## config.mk

```make
export PLATFORM = sky130hd
export DESIGN_NAME = cal_mismatch_seq
export DESIGN_NICKNAME = d
export VERILOG_FILES = /design/src/rtl/calseq_pkg.sv /design/src/rtl/calseq_ctrl.sv /design/src/rtl/calseq_sar.sv /design/src/rtl/calseq_steer.sv /design/src/rtl/calseq_bank.sv /design/src/rtl/cal_mismatch_seq.sv
export SDC_FILE = /design/constraint.sdc
export NUM_CORES = 1
export LEC_CHECK = 0
export ABC_AREA = 1
export ABC_CLOCK_PERIOD_IN_PS = 2650
export BUFFER_PORTS_ARGS = -buffer_cell sky130_fd_sc_hd__clkbuf_2
export CAP_MARGIN = 0
export CORE_MARGIN = 3
export CORE_UTILIZATION = 30
export DETAILED_ROUTE_END_ITERATION = 12
export PLACE_DENSITY = 0.44
export SLEW_MARGIN = 25
export SYNTH_ARGS = -nofsm -noshare
export SYNTH_HDL_FRONTEND = slang
export SYNTH_SLANG_ARGS = --single-unit
```

## constraint.sdc

```tcl
create_clock -name clk_i -period 2.65 [get_ports clk_i]
set_input_delay 0.3975 -clock clk_i [delete_from_list [all_inputs] [get_ports clk_i]]
set_output_delay 0.3975 -clock clk_i [all_outputs]
set_load 0.05 [all_outputs]
```

## src/rtl/calseq_pkg.sv

```systemverilog
package calseq_pkg;

  // bottom-plate control encoding
  typedef enum logic [1:0] {
    PLATE_CM  = 2'b00,
    PLATE_GND = 2'b01,
    PLATE_REF = 2'b10
  } plate_e;

  typedef enum logic [2:0] {
    ST_SAMPLE = 3'd0,
    ST_SETTLE = 3'd1,
    ST_SAR    = 3'd2,
    ST_OFFER  = 3'd3,
    ST_FINISH = 3'd4,
    ST_CONV   = 3'd5
  } seq_state_e;

  localparam int unsigned PLATE_W = 2;
  localparam int unsigned NUM_BRANCH = 2;

endpackage

```

## src/rtl/calseq_ctrl.sv

```systemverilog
module calseq_ctrl
  import calseq_pkg::*;
#(
  parameter int unsigned NUM_MSB  = 7,
  parameter int unsigned SAR_BITS = 6,
  localparam int unsigned CAP_W   = $clog2(NUM_MSB),
  localparam int unsigned STEP_W  = $clog2(SAR_BITS)
) (
  input  logic              clk_i,
  input  logic              rst_i,
  input  logic              xfer_i,
  output seq_state_e        state_o,
  output logic              branch_o,
  output logic [CAP_W-1:0]  cap_o,
  output logic [STEP_W-1:0] step_o
);

  localparam logic [CAP_W-1:0]  CAP_LAST  = CAP_W'(NUM_MSB - 1);
  localparam logic [STEP_W-1:0] STEP_LAST = STEP_W'(SAR_BITS - 1);

  seq_state_e        state_q;
  logic              branch_q;
  logic [CAP_W-1:0]  cap_q;
  logic [STEP_W-1:0] step_q;
  logic              last_meas;

  assign last_meas = branch_q && (cap_q == CAP_LAST);

  always_ff @(posedge clk_i) begin
    if (rst_i) begin
      state_q  <= ST_SAMPLE;
      branch_q <= 1'b0;
      cap_q    <= '0;
      step_q   <= '0;
    end else begin
      case (state_q)
        ST_SAMPLE: state_q <= ST_SETTLE;
        ST_SETTLE: begin
          state_q <= ST_SAR;
          step_q  <= '0;
        end
        ST_SAR: begin
          if (step_q == STEP_LAST) state_q <= ST_OFFER;
          else                     step_q  <= step_q + 1'b1;
        end
        ST_OFFER: begin
          if (xfer_i) begin
            if (last_meas) begin
              state_q <= ST_FINISH;
            end else begin
              state_q <= ST_SAMPLE;
              if (cap_q == CAP_LAST) begin
                cap_q    <= '0;
                branch_q <= 1'b1;
              end else begin
                cap_q <= cap_q + 1'b1;
              end
            end
          end
        end
        ST_FINISH: state_q <= ST_CONV;
        default:   state_q <= ST_CONV;
      endcase
    end
  end

  assign state_o  = state_q;
  assign branch_o = branch_q;
  assign cap_o    = cap_q;
  assign step_o   = step_q;

endmodule

```

## src/rtl/calseq_sar.sv

```systemverilog
module calseq_sar
  import calseq_pkg::*;
#(
  parameter int unsigned SAR_BITS = 6,
  localparam int unsigned STEP_W  = $clog2(SAR_BITS)
) (
  input  logic                        clk_i,
  input  logic                        rst_i,
  input  logic                        clear_i,
  input  logic                        decide_i,
  input  logic [STEP_W-1:0]           step_i,
  input  logic                        bit_i,
  output logic [SAR_BITS-1:0]         code_o,
  output logic [PLATE_W*SAR_BITS-1:0] ctl_o
);

  logic [SAR_BITS-1:0]         code_q;
  logic [PLATE_W*SAR_BITS-1:0] ctl_q;

  // decision k lands in bit SAR_BITS-1-k, MSB first
  always_ff @(posedge clk_i) begin
    if (rst_i || clear_i) begin
      code_q <= '0;
      ctl_q  <= '0;
    end else if (decide_i) begin
      for (int i = 0; i < SAR_BITS; i++) begin
        if (step_i == STEP_W'(SAR_BITS - 1 - i)) begin
          code_q[i]                  <= bit_i;
          ctl_q[PLATE_W*i +: PLATE_W] <= bit_i ? PLATE_GND : PLATE_REF;
        end
      end
    end
  end

  assign code_o = code_q;
  assign ctl_o  = ctl_q;

endmodule

```

## src/rtl/calseq_steer.sv

```systemverilog
module calseq_steer
  import calseq_pkg::*;
#(
  parameter int unsigned NUM_MSB  = 7,
  parameter int unsigned SAR_BITS = 6,
  localparam int unsigned CAP_W   = $clog2(NUM_MSB),
  localparam int unsigned MSB_W   = PLATE_W * NUM_MSB,
  localparam int unsigned LSB_W   = PLATE_W * SAR_BITS
) (
  input  seq_state_e       state_i,
  input  logic             branch_i,
  input  logic [CAP_W-1:0] cap_i,
  input  logic [LSB_W-1:0] sar_ctl_i,
  output logic [MSB_W-1:0] msb_p_o,
  output logic [MSB_W-1:0] msb_n_o,
  output logic [LSB_W-1:0] lsb_p_o,
  output logic [LSB_W-1:0] lsb_n_o,
  output logic             tie_p_o,
  output logic             tie_n_o
);

  logic             pattern_on;
  logic [MSB_W-1:0] msb_pat;
  logic [LSB_W-1:0] lsb_pat;
  int unsigned      slot;

  assign pattern_on = (state_i == ST_SETTLE) || (state_i == ST_SAR) ||
                      (state_i == ST_OFFER);

  // slot 0 is the smallest high-order capacitor
  always_comb begin
    slot    = NUM_MSB - 1 - 32'(cap_i);
    msb_pat = '0;
    if (pattern_on) begin
      for (int unsigned m = 0; m < NUM_MSB; m++) begin
        if (m == slot)     msb_pat[PLATE_W*m +: PLATE_W] = PLATE_REF;
        else if (m < slot) msb_pat[PLATE_W*m +: PLATE_W] = PLATE_GND;
      end
    end
    lsb_pat = pattern_on ? sar_ctl_i : '0;
  end

  assign msb_p_o = branch_i ? '0 : msb_pat;
  assign msb_n_o = branch_i ? msb_pat : '0;
  assign lsb_p_o = branch_i ? '0 : lsb_pat;
  assign lsb_n_o = branch_i ? lsb_pat : '0;
  assign tie_p_o = (state_i == ST_SAMPLE) && !branch_i;
  assign tie_n_o = (state_i == ST_SAMPLE) && branch_i;

endmodule

```

## src/rtl/calseq_bank.sv

```systemverilog
module calseq_bank
  import calseq_pkg::*;
#(
  parameter int unsigned NUM_MSB  = 7,
  parameter int unsigned SAR_BITS = 6,
  localparam int unsigned CAP_W   = $clog2(NUM_MSB)
) (
  input  logic                clk_i,
  input  logic                rst_i,
  input  logic                we_i,
  input  logic                wr_branch_i,
  input  logic [CAP_W-1:0]    wr_cap_i,
  input  logic [SAR_BITS-1:0] wr_code_i,
  input  logic                rd_branch_i,
  input  logic [CAP_W-1:0]    rd_cap_i,
  output logic [SAR_BITS-1:0] rd_code_o
);

  logic [SAR_BITS-1:0] mem_q [NUM_BRANCH][NUM_MSB];

  for (genvar gb = 0; gb < NUM_BRANCH; gb++) begin : g_branch
    for (genvar gc = 0; gc < NUM_MSB; gc++) begin : g_cap
      always_ff @(posedge clk_i) begin
        if (rst_i)
          mem_q[gb][gc] <= '0;
        else if (we_i && (wr_branch_i == 1'(gb)) && (wr_cap_i == CAP_W'(gc)))
          mem_q[gb][gc] <= wr_code_i;
      end
    end
  end

  always_comb begin
    rd_code_o = '0;
    for (int b = 0; b < NUM_BRANCH; b++) begin
      for (int c = 0; c < NUM_MSB; c++) begin
        if ((rd_branch_i == 1'(b)) && (rd_cap_i == CAP_W'(c)))
          rd_code_o = mem_q[b][c];
      end
    end
  end

endmodule

```

## src/rtl/cal_mismatch_seq.sv

```systemverilog
module cal_mismatch_seq
  import calseq_pkg::*;
#(
  parameter int unsigned NUM_MSB  = 7,
  parameter int unsigned SAR_BITS = 6,
  localparam int unsigned CAP_W   = $clog2(NUM_MSB),
  localparam int unsigned STEP_W  = $clog2(SAR_BITS),
  localparam int unsigned MSB_W   = PLATE_W * NUM_MSB,
  localparam int unsigned LSB_W   = PLATE_W * SAR_BITS
) (
  input  logic                clk_i,
  input  logic                rst_i,
  input  logic                cmp_i,
  output logic [MSB_W-1:0]    msb_ctl_p_o,
  output logic [MSB_W-1:0]    msb_ctl_n_o,
  output logic [LSB_W-1:0]    lsb_ctl_p_o,
  output logic [LSB_W-1:0]    lsb_ctl_n_o,
  output logic                top_rst_p_o,
  output logic                top_rst_n_o,
  output logic                cal_active_o,
  output logic                cal_done_o,
  output logic                code_valid_o,
  input  logic                code_ready_i,
  output logic [SAR_BITS-1:0] code_data_o,
  output logic                code_branch_o,
  output logic [CAP_W-1:0]    code_cap_o,
  input  logic                rd_branch_i,
  input  logic [CAP_W-1:0]    rd_cap_i,
  output logic [SAR_BITS-1:0] rd_code_o
);

  seq_state_e          state;
  logic                branch;
  logic [CAP_W-1:0]    cap;
  logic [STEP_W-1:0]   step;
  logic                xfer;
  logic                bit_eff;
  logic [SAR_BITS-1:0] sar_code;
  logic [LSB_W-1:0]    sar_ctl;

  assign code_valid_o = (state == ST_OFFER);
  assign xfer         = code_valid_o && code_ready_i;
  // negative branch sits on the other comparator input
  assign bit_eff      = cmp_i ^ branch;

  calseq_ctrl #(.NUM_MSB(NUM_MSB), .SAR_BITS(SAR_BITS)) ctrl_i (
    .clk_i    (clk_i),
    .rst_i    (rst_i),
    .xfer_i   (xfer),
    .state_o  (state),
    .branch_o (branch),
    .cap_o    (cap),
    .step_o   (step)
  );

  calseq_sar #(.SAR_BITS(SAR_BITS)) sar_i (
    .clk_i    (clk_i),
    .rst_i    (rst_i),
    .clear_i  (state == ST_SAMPLE),
    .decide_i (state == ST_SAR),
    .step_i   (step),
    .bit_i    (bit_eff),
    .code_o   (sar_code),
    .ctl_o    (sar_ctl)
  );

  calseq_steer #(.NUM_MSB(NUM_MSB), .SAR_BITS(SAR_BITS)) steer_i (
    .state_i   (state),
    .branch_i  (branch),
    .cap_i     (cap),
    .sar_ctl_i (sar_ctl),
    .msb_p_o   (msb_ctl_p_o),
    .msb_n_o   (msb_ctl_n_o),
    .lsb_p_o   (lsb_ctl_p_o),
    .lsb_n_o   (lsb_ctl_n_o),
    .tie_p_o   (top_rst_p_o),
    .tie_n_o   (top_rst_n_o)
  );

  calseq_bank #(.NUM_MSB(NUM_MSB), .SAR_BITS(SAR_BITS)) bank_i (
    .clk_i       (clk_i),
    .rst_i       (rst_i),
    .we_i        (xfer),
    .wr_branch_i (branch),
    .wr_cap_i    (cap),
    .wr_code_i   (sar_code),
    .rd_branch_i (rd_branch_i),
    .rd_cap_i    (rd_cap_i),
    .rd_code_o   (rd_code_o)
  );

  assign cal_active_o  = (state != ST_CONV);
  assign cal_done_o    = (state == ST_FINISH);
  assign code_data_o   = sar_code;
  assign code_branch_o = branch;
  assign code_cap_o    = cap;

endmodule

```

==> results of run 1 <==
[cells in the mapped netlist (all sizes together)]
cell	instances	area (µm²)
o21ai	12	60.1
nand4	42	319
a31oi	2	12.5
nand3	30	165
nor3	35	191
inv	67	251
ha	11	138
edfxtp	84	2520
o22ai	1	6.26
dfxtp	22	440
nor4	12	87.6
clkbuf	15	56.3
nor2	141	572
clkinv	5	18.8
o211ai	1	7.51
o31ai	4	30.0
a211oi	6	45.0
or2	8	50.1
nand2	103	389
xnor2	1	8.76
buf	23	131
a21oi	16	80.1
[cells by family (layout without fill, tap and decap cells)]
kind of cell | count (synthesis) | after routing | share of synthesized area
adder cells (fa/ha/maj) | 11 | 11 | 0.0247
AO/OA/AOI/OAI | 42 | 42 | 0.0433
buffers and inverters | 110 | 194 | 0.0820
XOR/XNOR | 1 | 1 | 0.00157
flip-flops | 106 | 106 | 0.531
AND/OR/NAND/NOR | 371 | 371 | 0.318
[placed cells by master, fill, tap and decap left out, drive strengths merged]
cell type,synthesis,final
a211oi,6,6
a21oi,16,16
a31oi,2,2
buf,23,47
clkbuf,15,69
clkinv,5,7
clkinvlp,0,2
dfxtp,22,22
edfxtp,84,84
ha,11,11
inv,67,69
nand2,103,103
nand3,30,30
nand4,42,42
nor2,141,141
nor3,35,35
nor4,12,12
o211ai,1,1
o21ai,12,12
o22ai,1,1
o31ai,4,4
or2,8,8
xnor2,1,1
[metal layers]
metal | GRT usage | part of all wire
met2 | 0.263 | 0.45
met3 | 0.0447 | 0.058
met1 | 0.229 | 0.48
met4 | 0.0370 | 0.0092
met5 | 0 | 0
[registers in the layout, summed over array words and instances (netlist names)]
name	flops
bank_i.mem_q	84
ctrl_i.branch_o	1
ctrl_i.cap_o	3
ctrl_i.state_o	3
ctrl_i.step_o	3
sar_i.ctl_o	12
[repair_timing]
item                       4_1_cts  5_1_grt
gates cloned                     0        0
setup endpoints to repair        8       50
gates resized for setup          7       14
hold buffers                     0        0
setup buffers                    0        2
[final cells by class]
| class | count | area [µm²] |
|---|---|---|
| Fill cell | 1840 | 11000 |
| Sequential cell | 106 | 2970 |
| Multi-Input combinational cell | 425 | 2360 |
| Timing Repair Buffer | 106 | 911 |
| Tap cell | 229 | 287 |
| Inverter | 72 | 283 |
| Clock buffer | 10 | 250 |
| Clock inverter | 6 | 43.8 |
[metrics by stage]
stage               hold slack [ns]  TNS (ns)  worst slack (ns)
CTS                           0.322         0            0.0207
detailed placement            0.466         0            0.0783
global placement              0.465         0             0.123
global route                  0.341         0            0.0192
finish                        0.329         0             0.160
floorplan                     0.444     -4.08            -0.257
[worst max-delay path: cells and delay by family (launching register included)]
kind,cells,cell delay [ns]
AND/OR/NAND/NOR,2,0.41
buffers and inverters,3,0.46
flip-flops,1,0.37
adder cells (fa/ha/maj),2,0.49
[power by group through the flow]
stage | registers, mW | logic [mW] | clock network [mW]
2_1_floorplan | 1.91 | 0.435 | 0
5_1_grt | 1.89 | 0.644 | 1.44
3_5_place_dp | 1.92 | 0.577 | 0
4_1_cts | 1.88 | 0.583 | 1.36
3_3_place_gp | 1.92 | 0.573 | 0
6_report | 1.88 | 0.586 | 1.35
[worst max-delay path by stage]
stage	depth (start not counted)	end	start	slack [ns]
after floorplan	4	lsb_ctl_n_o[6]	ctrl_i.branch_o$_SDFFE_PP0P_	-0.26
after global placement	10	rd_code_o[4]	rd_cap_i[2]	0.12
after detailed placement	10	rd_code_o[4]	rd_cap_i[2]	0.08
after CTS	7	msb_ctl_p_o[3]	ctrl_i.cap_o[0]$_SDFFE_PP0P_	0.02
after global routing	9	msb_ctl_n_o[12]	ctrl_i.cap_o[0]$_SDFFE_PP0P_	0.02
final	7	msb_ctl_p_o[3]	ctrl_i.cap_o[1]$_SDFFE_PP0P_	0.16
==> results.ini, run 1 <==
[placement]
hpwlAfterDp_um=12000
place_area_um2=6730
gp_congestion=0.808
io_buffers=80
dp.cells=936

[power_and_ir_drop]
p_int_mw=2.68
power_leakage_nw=2.61
pwr-share-seq=0.493
power.share.switching=0.296
power.density_nw_per_um2=537
power_frac_comb=0.154
power_switching_mw=1.13
total_power_mw=3.81
pwr-share-clk=0.353
peakVddDrop_uv=257

[cts]
cts_tree=done
clock_sinks=106
worstSkewPairLatency_ns=0.35
clockBufferDepth=2
numCtsBuffers=9
root_buffer=clkbuf_16
cts_max_level=3
clk_pin_slew_ns=0.07

[global_routing]
antenna_found_initial=0
grt-ovfl-total=0
grt_max_degree=39
grt_pass1_wl_um=26200
grtUsageTotal=0.166
first_global_vias=4705

[cells_and_area]
nets=739
n_antenna_cell=0
stdcell_count=954
synthToLayoutAreaGrowth_pct=27.2
final_util=0.391
layout-drive-gt1-share=0.263
finalInstanceArea_um2=7100

[synth]
yosysWarnings=0
syn_nets=660
synth.distinct_cells=35
synth_area_um2=5580
avgSynthCellArea_um2=8.71
ys_ff_latch=106
synth_cells=641
ys_seq_area_frac=0.531

[setup_path]
cp.required_ns=2.25
r2r_slack_ns=0.70
reg2reg_from=ctrl_i.cap_o[0]$_SDFFE_PP0P_
crit_type=register to primary output
reg2reg_depth=5
cp_data_arrival_time_ns=2.09
worst_path_max_delay_cell=dfxtp_2
cp_max_fo=7
crit_path_end_kind=primary output
start_kind=register
cp_cell_sequence=ha_4 > ha_1 > inv_2 > nand2_2 > buf_4 > nor4_4 > buf_12
max_stage_delay_ns=0.37
r2r-end=bank_i.mem_q[1][13]$_SDFFCE_PN0P_

[sta]
tightest_slew_ns=0.683
drv_slew=0
fin_skew_ns=0.00743
rsz0062_at_grt=no
setup_viol=0
fmax_mhz=402
finalHoldViolations=0
period_share=0.940
fin_crit_ns=2.49
slew_headroom=0.542

[floorplan]
start_util=0.308
fp.dieH_um=142
ios=81
die_x_um=142
dieArea_um2=20300
core_region_area_um2=18100
placement_rows=49

[hold_path]
hp-class=input pin to register
min-delay-start=rst_i
worstHoldPathCells=2
whs_endpoint=ctrl_i.cap_o[2]$_SDFFE_PP0P_

[drt]
viasPerCell=4.89
via_count=4665
dr.pass1.iters=5
first_iter_violations=316
ant_nets=0
drc=0
drt-total-wl_um=16300
wl_per_cell_um=17.1

[job]
max_cap_violations=0

[outcome]
status=completed

Power figures use the tool's default switching activity.
==> run 2: changes to the inputs <==
- ABC_CLOCK_PERIOD_IN_PS: 2650 -> 3100
- clock period: 2.65 -> 3.1 ns (I/O delays scaled with it)
==> run 2 against run 1 <==
- final cell count decreased by 0.31%
- wire length decreased by 1.5%
- utilization decreased by 2.1 points
- sequential cell count unchanged
- hold slack improved by 0.063 ns
- critical endpoint is now msb_ctl_p_o[4]
- highest routed layer unchanged
==> results.ini, run 2 (synthesis gave the netlist of run 1 again) <==
[outcome]
status=completed

[cts]
clock_sinks=106  ; unchanged
cts_tree=done
worstSkewPairLatency_ns=0.35  ; about the same
cts_resized=0  ; -7
postCtsSetupBuffers=0  ; unchanged
root_buffer=clkbuf_16
numCtsBuffers=9  ; unchanged
cts_max_level=3  ; unchanged
holdBufCountCts=0  ; unchanged
clockBufferDepth=2  ; unchanged
clk_pin_slew_ns=0.08  ; about the same

[floorplan]
placement_rows=49  ; unchanged
core_region_area_um2=18100  ; unchanged
fp.dieH_um=142  ; unchanged
start_util=0.308  ; unchanged
die_x_um=142  ; unchanged
ios=81  ; unchanged
dieArea_um2=20300  ; unchanged

[setup_path]
reg2reg_depth=7  ; +2
reg2reg_from=ctrl_i.state_o[2]$_SDFFE_PP0P_
cp_cell_sequence=ha_1 > ha_1 > inv_1 > nand2_2 > nand2_1 > inv_1 > a31oi_1 > nor2_1 > clkbuf_2
critPathTopFamily=adder cells
crit_type=register to primary output
worst_path_max_delay_cell=dfxtp_1
cp_num_buf_inv=3  ; unchanged
cp_data_arrival_time_ns=2.35  ; +0.26 ns
cp_max_fo=8  ; +1
crit_path_end_kind=primary output
cp.required_ns=2.63  ; +0.38 ns
max_stage_delay_ns=0.32  ; -0.05 ns
r2r-end=bank_i.mem_q[0][3]$_SDFFCE_PN0P_
start_kind=register
r2r_slack_ns=0.76  ; +0.06 ns

[placement]
io_buffers=80  ; unchanged
place_area_um2=6400  ; -4.9%
gp_congestion=0.815  ; +0.89%
hpwlAfterDp_um=11800  ; -2.2%
dp.cells=935  ; -0.11%

[power_and_ir_drop]
power_frac_comb=0.145  ; -0.009
pwr-share-clk=0.369  ; +0.016
peakVddDrop_uv=246  ; -4.0%
pwr-share-seq=0.486  ; -0.007
power.density_nw_per_um2=492  ; -8.4%
power.share.switching=0.295  ; -0.00145
power_leakage_nw=2.54  ; -2.6%
power_switching_mw=0.975  ; -14%
p_int_mw=2.33  ; -13%

[sta]
setup_viol=0  ; unchanged
tightest_slew_ns=0.770  ; +0.0868 ns
fin_crit_ns=2.81
hold_slack_ns=0.393  ; +0.0631 ns
drv_slew=0  ; unchanged
finalHoldViolations=0  ; unchanged
slew_headroom=0.486  ; -0.0565
fmax_mhz=356
rsz0062_at_grt=no
tns_ns=0  ; unchanged
period_share=0.907
fin_skew_ns=0.00647  ; -0.000960 ns

[cells_and_area]
regMostFlops=bank_i.mem_q
layout-drive-gt1-share=0.240  ; -0.0238
nets=736  ; -0.41%
final_common_cell=nor2_1
n_antenna_cell=0  ; unchanged
synthToLayoutAreaGrowth_pct=20.4
finalInstanceArea_um2=6720  ; -5.3%
stdcell_count=951  ; -0.31%
fillerInstances=1859  ; +1.0%
largest_reg_flops=84  ; unchanged
most-common-layout-cells=nor2_1, nand2_1, edfxtp_1

[drt]
first_iter_violations=282  ; -11%
dr.pass1.iters=5  ; unchanged
drc=0  ; unchanged
wl_per_cell_um=16.9  ; -1.1%
viasPerCell=4.86  ; -0.65%
ant_nets=0  ; unchanged
drt-total-wl_um=16000  ; -1.5%
via_count=4620  ; -0.96%

[hold_path]
min-delay-start=rst_i
worstHoldPathCells=2  ; unchanged
hp-class=input pin to register
whs_endpoint=ctrl_i.cap_o[2]$_SDFFE_PP0P_

[job]
max_cap_violations=0  ; unchanged

[global_routing]
grtUsageTotal=0.164  ; -0.00133
first_global_vias=4604  ; -2.1%
grt_max_degree=32  ; -18%
grt_pass1_wl_um=25900  ; -1.4%
grt-ovfl-total=0  ; unchanged
antenna_found_initial=0  ; unchanged

run 2: worst max path at each step:
stage,start,endpoint,slack (ns),depth (start not counted)
after floorplan,ctrl_i.cap_o[2]$_SDFFE_PP0P_,msb_ctl_n_o[11],-0.34,6
after global placement,rd_branch_i,rd_code_o[3],0.48,13
after detailed placement,rd_branch_i,rd_code_o[4],0.48,13
after CTS,ctrl_i.cap_o[0]$_SDFFE_PP0P_,msb_ctl_p_o[4],0.16,9
after global routing,ctrl_i.cap_o[0]$_SDFFE_PP0P_,msb_ctl_n_o[4],0.11,9
final,ctrl_i.cap_o[0]$_SDFFE_PP0P_,msb_ctl_p_o[4],0.29,9
run 2: layer usage:
layer / wire (µm) / vias up / share of wire / track usage
met5: 0 / - / 0 / 0
met4: 171 / 0 / 0.011 / 0.0350
met3: 855 / 12 / 0.053 / 0.0393
met2: 7190 / 136 / 0.45 / 0.259
met1: 7820 / 2165 / 0.49 / 0.232
li1: - / 2307 / - / -
run 2: layout make-up:
class | count | area [µm²] | share of cell area
sequential | 106 | 2960 | 0.441
multi-input combinational | 425 | 2270 | 0.337
timing repair buffer | 103 | 618 | 0.0919
tap | 229 | 287 | 0.0426
inverter | 72 | 270 | 0.0402
clock buffer | 9 | 225 | 0.0335
clock inverter | 7 | 90.1 | 0.0134
run 2: power groups by stage:
stage          Combinational (mW)  Clock (mW)  Sequential [mW]
3_5_place_dp                0.481           0             1.64
6_report                    0.479        1.22             1.61
5_1_grt                     0.525        1.32             1.61
4_1_cts                     0.483        1.25             1.61
3_3_place_gp                0.479           0             1.64
2_1_floorplan               0.364           0             1.63
run 2: per-stage QoR:
| stage | setup WS (ns) | utilization | power (mW) |
|---|---|---|---|
| 5_1_grt | 0.106 | 0.370 | 3.46 |
| 6_report | 0.288 | 0.370 | 3.31 |
| 3_5_place_dp | 0.477 | 0.353 | 2.12 |
| 4_1_cts | 0.157 | 0.370 | 3.34 |
| 3_3_place_gp | 0.478 | 0.353 | 2.12 |
| 2_1_floorplan | -0.342 | - | 1.99 |
run 2: worst register-to-register path, delay by kind of cell (launching register included):
family	cells	cell delay, ns
AO/OA/AOI/OAI	1	0.47
buffers and inverters	2	0.21
flip-flops	1	0.37
AND/OR/NAND/NOR	4	0.94
